===== src/rtl/gpioPortPkg.sv =====
package gpioPortPkg;
  // byte offsets of the register map
  localparam int OFS_DATA = 'h00;
  localparam int OFS_SET  = 'h04;
  localparam int OFS_CLR  = 'h08;
  localparam int OFS_TGL  = 'h0C;
  localparam int OFS_IN   = 'h10;
  localparam int OFS_DIR  = 'h14;

  // one-cycle write strobes from decode to datapath
  typedef struct packed {
    logic ldData;
    logic setBits;
    logic clrBits;
    logic tglBits;
    logic ldDir;
  } wrStrobes_t;

  typedef enum logic [1:0] {
    RD_ZERO = 2'd0,
    RD_DATA = 2'd1,
    RD_IN   = 2'd2,
    RD_DIR  = 2'd3
  } rdSel_t;
endpackage


===== src/rtl/gpioCtrl.sv =====
module gpioCtrl
  import gpioPortPkg::*;
#(
  parameter int ADDR_W = 5
) (
  input  logic [ADDR_W-1:0] regAddr,
  input  logic              regWrEn,
  output wrStrobes_t        strb,
  output rdSel_t            rdSel
);
  logic hitData, hitSet, hitClr, hitTgl, hitIn, hitDir;

  always_comb begin
    hitData = (regAddr == ADDR_W'(OFS_DATA));
    hitSet  = (regAddr == ADDR_W'(OFS_SET));
    hitClr  = (regAddr == ADDR_W'(OFS_CLR));
    hitTgl  = (regAddr == ADDR_W'(OFS_TGL));
    hitIn   = (regAddr == ADDR_W'(OFS_IN));
    hitDir  = (regAddr == ADDR_W'(OFS_DIR));
  end

  always_comb begin
    strb.ldData  = regWrEn && hitData;
    strb.setBits = regWrEn && hitSet;
    strb.clrBits = regWrEn && hitClr;
    strb.tglBits = regWrEn && hitTgl;
    strb.ldDir   = regWrEn && hitDir;
  end

  always_comb begin
    if (hitData)     rdSel = RD_DATA;
    else if (hitIn)  rdSel = RD_IN;
    else if (hitDir) rdSel = RD_DIR;
    else             rdSel = RD_ZERO;
  end
endmodule


===== src/rtl/gpioSync.sv =====
module gpioSync #(
  parameter int WIDTH  = 32,
  parameter int STAGES = 2
) (
  input  logic             clk,
  input  logic             rstN,
  input  logic [WIDTH-1:0] asyncIn,
  output logic [WIDTH-1:0] syncOut
);
  logic [WIDTH-1:0] stageQ [STAGES];

  for (genvar s = 0; s < STAGES; s++) begin : g_stage
    if (s == 0) begin : g_first
      always_ff @(posedge clk or negedge rstN) begin
        if (!rstN) stageQ[s] <= '0;
        else       stageQ[s] <= asyncIn;
      end
    end else begin : g_next
      always_ff @(posedge clk or negedge rstN) begin
        if (!rstN) stageQ[s] <= '0;
        else       stageQ[s] <= stageQ[s-1];
      end
    end
  end

  assign syncOut = stageQ[STAGES-1];
endmodule


===== src/rtl/gpioDatapath.sv =====
module gpioDatapath
  import gpioPortPkg::*;
#(
  parameter int PINS        = 32,
  parameter int SYNC_STAGES = 2
) (
  input  logic            clk,
  input  logic            rstN,
  input  wrStrobes_t      strb,
  input  rdSel_t          rdSel,
  input  logic [PINS-1:0] wrData,
  input  logic [PINS-1:0] padIn,
  output logic [PINS-1:0] padOut,
  output logic [PINS-1:0] padOutEn,
  output logic [PINS-1:0] rdData
);
  logic [PINS-1:0] outLatch, outNext;
  logic [PINS-1:0] dirReg;
  logic [PINS-1:0] inSample;

  // at most one strobe is active per cycle (single decoded address)
  always_comb begin
    outNext = outLatch;
    if (strb.ldData)  outNext = wrData;
    if (strb.setBits) outNext = outLatch | wrData;
    if (strb.clrBits) outNext = outLatch & ~wrData;
    if (strb.tglBits) outNext = outLatch ^ wrData;
  end

  always_ff @(posedge clk or negedge rstN) begin
    if (!rstN) outLatch <= '0;
    else       outLatch <= outNext;
  end

  always_ff @(posedge clk or negedge rstN) begin
    if (!rstN)          dirReg <= '0;
    else if (strb.ldDir) dirReg <= wrData;
  end

  gpioSync #(.WIDTH(PINS), .STAGES(SYNC_STAGES)) uSync (
    .clk     (clk),
    .rstN    (rstN),
    .asyncIn (padIn),
    .syncOut (inSample)
  );

  always_comb begin
    unique case (rdSel)
      RD_DATA: rdData = outLatch;
      RD_IN:   rdData = inSample;
      RD_DIR:  rdData = dirReg;
      default: rdData = '0;
    endcase
  end

  assign padOut   = outLatch;
  assign padOutEn = dirReg;
endmodule


===== src/rtl/gpioPort.sv =====
module gpioPort
  import gpioPortPkg::*;
#(
  parameter int PINS        = 32,
  parameter int ADDR_W      = 5,
  parameter int SYNC_STAGES = 2
) (
  input  logic              clk,
  input  logic              rstN,
  input  logic [ADDR_W-1:0] regAddr,
  input  logic              regWrEn,
  input  logic [PINS-1:0]   regWrData,
  output logic [PINS-1:0]   regRdData,
  input  logic [PINS-1:0]   padIn,
  output logic [PINS-1:0]   padOut,
  output logic [PINS-1:0]   padOutEn
);
  wrStrobes_t strb;
  rdSel_t     rdSel;

  gpioCtrl #(.ADDR_W(ADDR_W)) uCtrl (
    .regAddr (regAddr),
    .regWrEn (regWrEn),
    .strb    (strb),
    .rdSel   (rdSel)
  );

  gpioDatapath #(.PINS(PINS), .SYNC_STAGES(SYNC_STAGES)) uDp (
    .clk      (clk),
    .rstN     (rstN),
    .strb     (strb),
    .rdSel    (rdSel),
    .wrData   (regWrData),
    .padIn    (padIn),
    .padOut   (padOut),
    .padOutEn (padOutEn),
    .rdData   (regRdData)
  );
endmodule


===== config.mk =====
export PLATFORM = sky130hd
export DESIGN_NAME = gpioPort
export DESIGN_NICKNAME = d
export VERILOG_FILES = /design/src/rtl/gpioPortPkg.sv /design/src/rtl/gpioCtrl.sv /design/src/rtl/gpioSync.sv /design/src/rtl/gpioDatapath.sv /design/src/rtl/gpioPort.sv
export SDC_FILE = /design/constraint.sdc
export NUM_CORES = 1
export LEC_CHECK = 0
export ABC_AREA = 1
export CORE_MARGIN = 2
export CORE_UTILIZATION = 25
export DETAILED_ROUTE_END_ITERATION = 7
export GPL_ROUTABILITY_DRIVEN = 0
export HOLD_SLACK_MARGIN = 0.08
export PLACE_DENSITY = 0.47
export SYNTH_ARGS = -nofsm -noshare
export SYNTH_HDL_FRONTEND = slang
export SYNTH_SLANG_ARGS = --single-unit

===== constraint.sdc =====
create_clock -name clk -period 1.7 [get_ports clk]
set_input_delay 0.34 -clock clk [delete_from_list [all_inputs] [get_ports clk]]
set_output_delay 0.34 -clock clk [all_outputs]
set_load 0.02 [all_outputs]

# Word level (Yosys, flattened, before mapping)
# Cells that the tools add are included.
dict set report word_totals {
  inputBits 72
  reg_bits 128
  ramBits 0
  latch_bits 0
  romBits 0
  mem_count 0
}
dict set report op_classes {
  n_mul 0
  n_reduce_logical 7
  addsub 0
  magnitude_cmp 0
  n_div 0
  n_mux 8
  shift 0
  n_bitwise 4
  n_eq_ne 8
}
# operator count
set op_table {}
lappend op_table {{2-to-1 mux 32 bit} 4}
lappend op_table {{case mux 32 bit (3 select lines)} 1}
lappend op_table {{bitwise AND 32 bit} 1}
lappend op_table {{inverter 32 bit} 1}
lappend op_table {{bitwise OR 32 bit} 1}
lappend op_table {{bitwise XOR 32 bit} 1}
lappend op_table {{equality test 5 x 4 -> 1 bit (second input constant)} 2}
lappend op_table {{equality test 5 bit (second input constant)} 2}
lappend op_table {{2-to-1 mux 2 bit} 3}
lappend op_table {{equality test 5 x 3 -> 1 bit (second input constant)} 1}
lappend op_table {{logical AND 1 bit} 5}
lappend op_table {{zero test 5 bit} 1}
lappend op_table {{equality test 2 bit (second input constant)} 2}
lappend op_table {{nonzero test 4 bit} 1}
lappend op_table {{equality test 2 x 1 -> 1 bit (second input constant)} 1}

# Logic depth before layout (Yosys ltp)
# Gate-level depths: netlist of run 1.
dict set report depth {
  ltp_word 6
  mapped_depth 9
  mapped_depth_nobuf 8
}

# Hierarchy
# From an unflattened synthesis of run 1, not the netlist that was laid out.
dict set report hier_totals {
  hier_cells 904
  hier_area_um2 7176.9
}
# mod cells_each area_per_inst_um2 seq_area_each_um2 instances
set modules_own_cells {}
lappend modules_own_cells {gpioDatapath 788 5243.8 1601.5 1}
lappend modules_own_cells {gpioSync 96 1841.8 1601.5 1}
lappend modules_own_cells {gpioCtrl 20 91.3 0.0 1}

# Worst setup path before layout of run 1
# OpenSTA, ideal clock, no wires.
dict set report synth_path {
  path_kind {input to output}
  from {input regAddr[1]}
  to {output regRdData[10]}
  t_arrival_ns 1.350
  n_path_buf 1
  path_stages 6
  path_slack_ns 0.010
  cell_sequence {nor2_4 nand2_1 nor3_2 clkbuf_1 nand2_1 o211ai_1}
}
dict set report synth_via {
  elab_chain_cells 6
  elab_cells_between_ends 10
  classes_between {eq/ne: 5; mux: 4; reduce/logical: 1}
}
# element line_no
set synth_lines {}
lappend synth_lines {{start: declaration} gpioPort.sv:10} ;# input logic [ADDR_W-1:0] regAddr,
lappend synth_lines {{equality test 5 bit} gpioCtrl.sv:19} ;# hitDir = (regAddr == ADDR_W'(OFS_DIR));
lappend synth_lines {{2-to-1 mux 2 bit} gpioCtrl.sv:33} ;# else if (hitDir) rdSel = RD_DIR;
lappend synth_lines {{2-to-1 mux 2 bit} gpioCtrl.sv:32} ;# else if (hitIn) rdSel = RD_IN;
lappend synth_lines {{2-to-1 mux 2 bit *} gpioCtrl.sv:31} ;# if (hitData) rdSel = RD_DATA;
lappend synth_lines {{equality test 2 bit / equality test 2 x 1 -> 1 bit (equally long branches)} gpioDatapath.sv:48} ;# unique case (rdSel)
lappend synth_lines {{case mux 32 bit (3 select lines) *} gpioDatapath.sv:48}
lappend synth_lines {{end: declaration} gpioPort.sv:13} ;# output logic [PINS-1:0] regRdData,
# Mark *: on every way between the ends. The rest lies on a longest branch, timed or not.

# Worst setup path after layout of run 1
dict set report layout_path {
  from {input regAddr[1]}
  to {output regRdData[19]}
}
# Same word-level chain as after synthesis.

==> results.sh, run 1 <==
export IMPL_status="finished with violations"
export IMPL_violations="negative setup slack"
export IMPL_rr_worst_depth=7
export IMPL_remaining_drc_errors=0
export IMPL_insertion_delay_ns=0.42
export IMPL_die_w_um=166
export IMPL_finClkSkew_ns=0.00597
export IMPL_routed_via_count=5862
export IMPL_initial_core_util=0.253
export IMPL_pin_count=168
export IMPL_synth_top_area_frac=0.489
export IMPL_pre_cts_slack_ns=-1.04
export IMPL_core_area_um2=25900
export IMPL_cp_required_ns=1.36
export IMPL_rsz0062_at_grt="yes"
export IMPL_avgSynthCellArea_um2=8.25
export IMPL_max_clock_freq_mhz=535
export IMPL_wirelength_mm=21.1
export IMPL_synth_seq_cells=128
export IMPL_vdd_drop_max_v=0.000603
export IMPL_die_area_um2=27500
export IMPL_synth_area_leaders="dfrtp_1 (49%), nand2_1 (17%), ha_1 (12%), nand3_1 (5.1%), inv_1 (3.8%)"
export IMPL_hold_depth=0
export IMPL_synth_area_um2=6560
export IMPL_slew_violations=0
export IMPL_viasPerCell=4.27
export IMPL_fin_area_um2=9990
export IMPL_grt_pass1_vias=5680
export IMPL_yosysUniqueCellTypes=17
export IMPL_grt_pass1_wl_mm=33.1
export IMPL_yosys_area_top_type="dfrtp_1"
export IMPL_clkSlewWorstSetupHoldPaths_ns=0.05
export IMPL_drive_gt1_frac=0.170
export IMPL_numCtsBuffers=17
export IMPL_yosysWarnings=0
export IMPL_hold_viol_final=0
export IMPL_clock_sinks=128
export IMPL_power_leakage_nw=5.14
export IMPL_nets=1161
export IMPL_path_class="input port to output port"
export IMPL_rows=59
export IMPL_overflow=0
export IMPL_tns_ns=-3.71
export IMPL_port_buffers=167
export IMPL_clock_root_buffer="clkbuf_16"
export IMPL_setup_slack_ns=-0.169
export IMPL_hold_class="register to register"
export IMPL_grt_max_degree=39
export IMPL_setup_violations=32
export IMPL_wl_per_cell_um=15.4
export IMPL_synth_seq_area_share=0.489
export IMPL_tightest_slew_ns=0.452
export IMPL_die_y_um=166
export IMPL_placed_area_um2=9280
export IMPL_critPathArrivalTime_ns=1.53
export IMPL_period_needed_ns=1.87
export IMPL_min_period_over_period=1.10
export IMPL_h_tree_depth=4
export IMPL_hold_slack_ns=0.346
export IMPL_area_growth_pct=52.5
export IMPL_synth_nets=931
export IMPL_drv_cap=0
export IMPL_first_pass_iters=5
export IMPL_worstSetupEndpointType="output port"
export IMPL_slew_headroom=0.699
export IMPL_drt_initial_drc_count=271
export IMPL_clock_path_buffers=2
export IMPL_grt_use_total=0.155
export IMPL_antenna_left=0
export IMPL_grt_antenna_before_repair=3
export IMPL_synth_cells=795
export IMPL_startpoint_type="input port"
export IMPL_cts_tree="done"
export IMPL_pwr_density_cell_nw_per_um2=995
export IMPL_fin_util=0.386
export IMPL_crit_path_max_fanout=7
export IMPL_dpl_hpwl_mm=14.1
-- area by class of cell --
| class | instances | area [um2] |
|---|---|---|
| Antenna cell | 1 | 2.50 |
| Clock buffer | 21 | 470 |
| Clock inverter | 11 | 154 |
| Fill cell | 2645 | 15900 |
| Inverter | 70 | 265 |
| Multi-Input combinational cell | 558 | 2990 |
| Sequential cell | 128 | 3200 |
| Tap cell | 335 | 419 |
| Timing Repair Buffer | 250 | 2490 |
-- synthesized netlist by cell type --
| library cell | n |
|---|---|
| ha_1 | 64 |
| nor2_2 | 2 |
| buf_2 | 9 |
| o211ai_1 | 32 |
| dfrtp_1 | 128 |
| nor2_4 | 1 |
| o21ai_1 | 32 |
| nand3_1 | 67 |
| nand2_1 | 291 |
| nand4_1 | 1 |
| nand4_2 | 1 |
| clkbuf_1 | 30 |
| nor3_2 | 1 |
| nand2_2 | 1 |
| inv_2 | 4 |
| inv_1 | 66 |
| nor2_1 | 65 |
-- layer usage --
metal  track usage  part of all wire  wire length (um)
met1         0.218              0.48             10200
met2         0.235              0.45              9470
met3        0.0429             0.060              1260
met4        0.0367            0.0091               192
met5             0            0.0012                25
-- timing repair --
action | 4_1_cts | 5_1_grt
endpoints found under the hold margin | 35 | 0
buffers inserted | 6 | 2
gates cloned | 3 | 2
hold buffers | 1 | 0
setup endpoints to repair | 96 | 32
pin swaps | 5 | 5
gates resized for setup | 269 | 4
-- final timing paths --
check                                      from              endpoint  slack, ns
setup / recovery                     regAddr[1]         regRdData[19]      -0.17
hold / removal             uDp.uSync.stageQ[34]  uDp.uSync.syncOut[2]       0.35
setup reg to reg                 uDp.padOut[25]        uDp.padOut[25]       0.55
hold reg to reg            uDp.uSync.stageQ[34]  uDp.uSync.syncOut[2]       0.35
max in group asynchronous                  rstN  uDp.uSync.stageQ[43]       0.73
min in group asynchronous                  rstN  uDp.uSync.stageQ[35]       0.42
-- logic make-up (layout without fill, tap and decap cells) --
logic type | after synthesis | after routing | share of synthesized area
AOI/OAI and AO/OA | 64 | 64 | 0.0611
and+or+nand+nor | 430 | 430 | 0.264
adders and majority gates | 64 | 64 | 0.122
other | 0 | 1 | 0
DFF | 128 | 128 | 0.489
buffers and inverters | 109 | 352 | 0.0641
-- where the power goes --
| group | total, mW | leakage [nW] | switching, mW | internal (mW) |
|---|---|---|---|---|
| Sequential | 3.65 | 1.56 | 0.221 | 3.43 |
| Clock | 3.88 | 0.300 | 1.44 | 2.44 |
| Combinational | 2.42 | 3.28 | 1.37 | 1.06 |
| Total | 9.94 | 5.14 | 3.02 | 6.92 |
-- stage by stage --
stage / std cells / power [mW]
after floorplan: 795 / 4.85
after global placement: 1327 / 6.34
after detailed placement: 1327 / 6.36
after CTS: 1369 / 10.1
after global routing: 1373 / 10.5
final: 1374 / 9.94
-- sequential cells by signal (all words and copies together) (netlist names) --
| name | flops |
|---|---|
| uDp.uSync.syncOut | 32 |
| uDp.padOutEn | 32 |
| uDp.uSync.stageQ | 32 |
| uDp.padOut | 32 |
-- placed cells by master (no fill, tap or decap), types with 21 or more instances in the layout --
cell and n:
dlygate4sd2_1 64, nor2_1 65, buf_4 84, nand2_1 279
buf_12 21, o211ai_1 32, inv_1 65, ha_1 64
clkdlybuf4s50_1 65, o21ai_1 32, nand3_1 65, dfrtp_1 128
-- critical path, cell delays in order --
cell	delay (ns)
buf_6	0.09
nor2_4	0.14
buf_6	0.13
nand4_1	0.10
buf_6	0.16
buf_8	0.14
o211ai_1	0.23
buf_4	0.19
No activity file was read; power rests on OpenSTA's default activity.
==> run 2, diff against run 1 <==
--- a/config.mk
+++ b/config.mk
@@ -12,6 +12,7 @@
 export GPL_ROUTABILITY_DRIVEN = 0
 export HOLD_SLACK_MARGIN = 0.08
 export PLACE_DENSITY = 0.47
+export RECOVER_POWER = 100
 export SYNTH_ARGS = -nofsm -noshare
 export SYNTH_HDL_FRONTEND = slang
 export SYNTH_SLANG_ARGS = --single-unit
==> results.sh, run 2 (synthesis results as in run 1) <==
export IMPL_drive_gt1_frac=0.170
export IMPL_hold_slack_ns=0.346
export IMPL_grt_pass1_wl_mm=33.1
export IMPL_stdcell_count=1374
export IMPL_startpoint_type="input port"
export IMPL_setup_slack_ns=-0.165
export IMPL_layout_commonest_cell="nand2_1"
export IMPL_crit_path_max_fanout=7
export IMPL_power_leakage_nw=5.14
export IMPL_setup_violations=32
export IMPL_clock_sinks=128
export IMPL_timing_rr_end="uDp.padOut[25]"
export IMPL_max_clock_freq_mhz=536
export IMPL_die_area_um2=27500
export IMPL_remaining_drc_errors=0
export IMPL_n_fill_cell=2647
export IMPL_slew_headroom=0.181
export IMPL_rr_worst_depth=7
export IMPL_overflow=0
export IMPL_finClkSkew_ns=0.00605
export IMPL_rows=59
export IMPL_die_y_um=166
export IMPL_worstHoldStart="uDp.uSync.stageQ[34]"
export IMPL_tns_ns=-3.61
export IMPL_grt_max_degree=39
export IMPL_worstSetupEndpointType="output port"
export IMPL_die_w_um=166
export IMPL_wirelength_mm=21.2
export IMPL_min_period_over_period=1.10
export IMPL_clock_path_buffers=2
export IMPL_vdd_drop_max_v=0.000602
export IMPL_clock_root_buffer="clkbuf_16"
export IMPL_r2r_setup_slack_ns=0.55
export IMPL_violations="negative setup slack"
export IMPL_cts_tree="done"
export IMPL_insertion_delay_ns=0.42
export IMPL_drv_cap=0
export IMPL_viasPerCell=4.28
export IMPL_grt_use_total=0.155
export IMPL_numCtsBuffers=17
export IMPL_hold_class="register to register"
export IMPL_pwr_density_cell_nw_per_um2=995
export IMPL_first_pass_iters=4
export IMPL_hold_viol_final=0
export IMPL_routed_via_count=5878
export IMPL_antenna_left=0
export IMPL_wl_per_cell_um=15.4
export IMPL_grt_antenna_before_repair=3
export IMPL_power_mw=9.93
export IMPL_port_buffers=167
export IMPL_placed_area_um2=9280
export IMPL_fin_util=0.385
export IMPL_dp_cells=1327
export IMPL_core_area_um2=25900
export IMPL_area_growth_pct=52.2
export IMPL_hold_depth=0
export IMPL_nets=1161
export IMPL_layout_common_cells="nand2_1 (279), dfrtp_1 (128), buf_4 (84)"
export IMPL_slew_violations=0
export IMPL_h_tree_depth=4
export IMPL_critPathArrivalTime_ns=1.52
export IMPL_fin_area_um2=9970
export IMPL_period_needed_ns=1.86
export IMPL_r2r_start="uDp.padOut[25]"
export IMPL_grt_pass1_vias=5680
export IMPL_status="finished with violations"
export IMPL_pre_cts_slack_ns=-1.04
export IMPL_initial_core_util=0.253
export IMPL_pin_count=168
export IMPL_cp_required_ns=1.36
export IMPL_path_class="input port to output port"
export IMPL_clkSlewWorstSetupHoldPaths_ns=0.05
export IMPL_tightest_slew_ns=1.23
export IMPL_hold_end="uDp.uSync.syncOut[2]"
export IMPL_rsz0062_at_grt="yes"
export IMPL_drt_initial_drc_count=276
export IMPL_dpl_hpwl_mm=14.1
## run 2: cell types whose count changed in the layout (fill, tap and decap cells not counted)
cell,previous run,this run
clkbuf_4,0,1
clkdlybuf4s50_1,65,33
clkbuf_2,0,1
buf_12,21,20
dlygate4sd3_1,1,33
buf_6,7,6
## run 2: final cells by class
class,instances,area [um2],area share
multi-input combinational,558,2990,0.300
inverter,70,265,0.0266
timing repair buffer,250,2470,0.247
tap,335,419,0.0420
sequential,128,3200,0.321
clock buffer,21,470,0.0472
antenna,1,2.50,0.000251
clock inverter,11,154,0.0154
## run 2: timing repair
item	CTS	global route
hold endpoints to repair	35	0
setup endpoints to repair	96	32
resized for setup	269	4
pin swaps	5	5
gates cloned	3	2
setup buffers	6	2
hold buffers	1	0
## run 2: per-layer routing
metal	wire [um]	vias up	track usage
li1	-	2976	-
met1	10200	2749	0.218
met2	9480	130	0.235
met3	1230	19	0.0429
met4	191	4	0.0367
met5	25	-	0
## run 2: worst max-delay path by stage
stage                           from  cells past startpoint  slack (ns)            end
final                     regAddr[1]                      8       -0.16  regRdData[19]
after detailed placement  regAddr[1]                      8       -1.04  regRdData[12]
after global placement    regAddr[1]                      6       -1.03  regRdData[19]
after floorplan           regAddr[1]                      6        0.01  regRdData[10]
after CTS                 regAddr[0]                      9       -0.20  regRdData[19]
after global routing      regAddr[1]                      8       -0.25  regRdData[19]
## run 2: critical path: stages
cell      delay, ns
buf_6          0.09
nor2_4         0.14
buf_6          0.13
nand4_1        0.10
buf_6          0.16
buf_8          0.14
o211ai_1       0.23
buf_4          0.19
## run 2: power breakdown
part	internal [mW]	switching [mW]	total, mW
Sequential	3.43	0.221	3.65
Clock	2.44	1.44	3.88
Combinational	1.04	1.37	2.40
==> run 3, diff against run 2 <==
--- a/config.mk
+++ b/config.mk
@@ -10,6 +10,7 @@
 export CORE_UTILIZATION = 25
 export DETAILED_ROUTE_END_ITERATION = 7
 export GPL_ROUTABILITY_DRIVEN = 0
+export GPL_TIMING_DRIVEN = 1
 export HOLD_SLACK_MARGIN = 0.08
 export PLACE_DENSITY = 0.47
 export RECOVER_POWER = 100
==> results of run 3 <==
The final DEF is identical to that of run 2; final timing and power are the same.
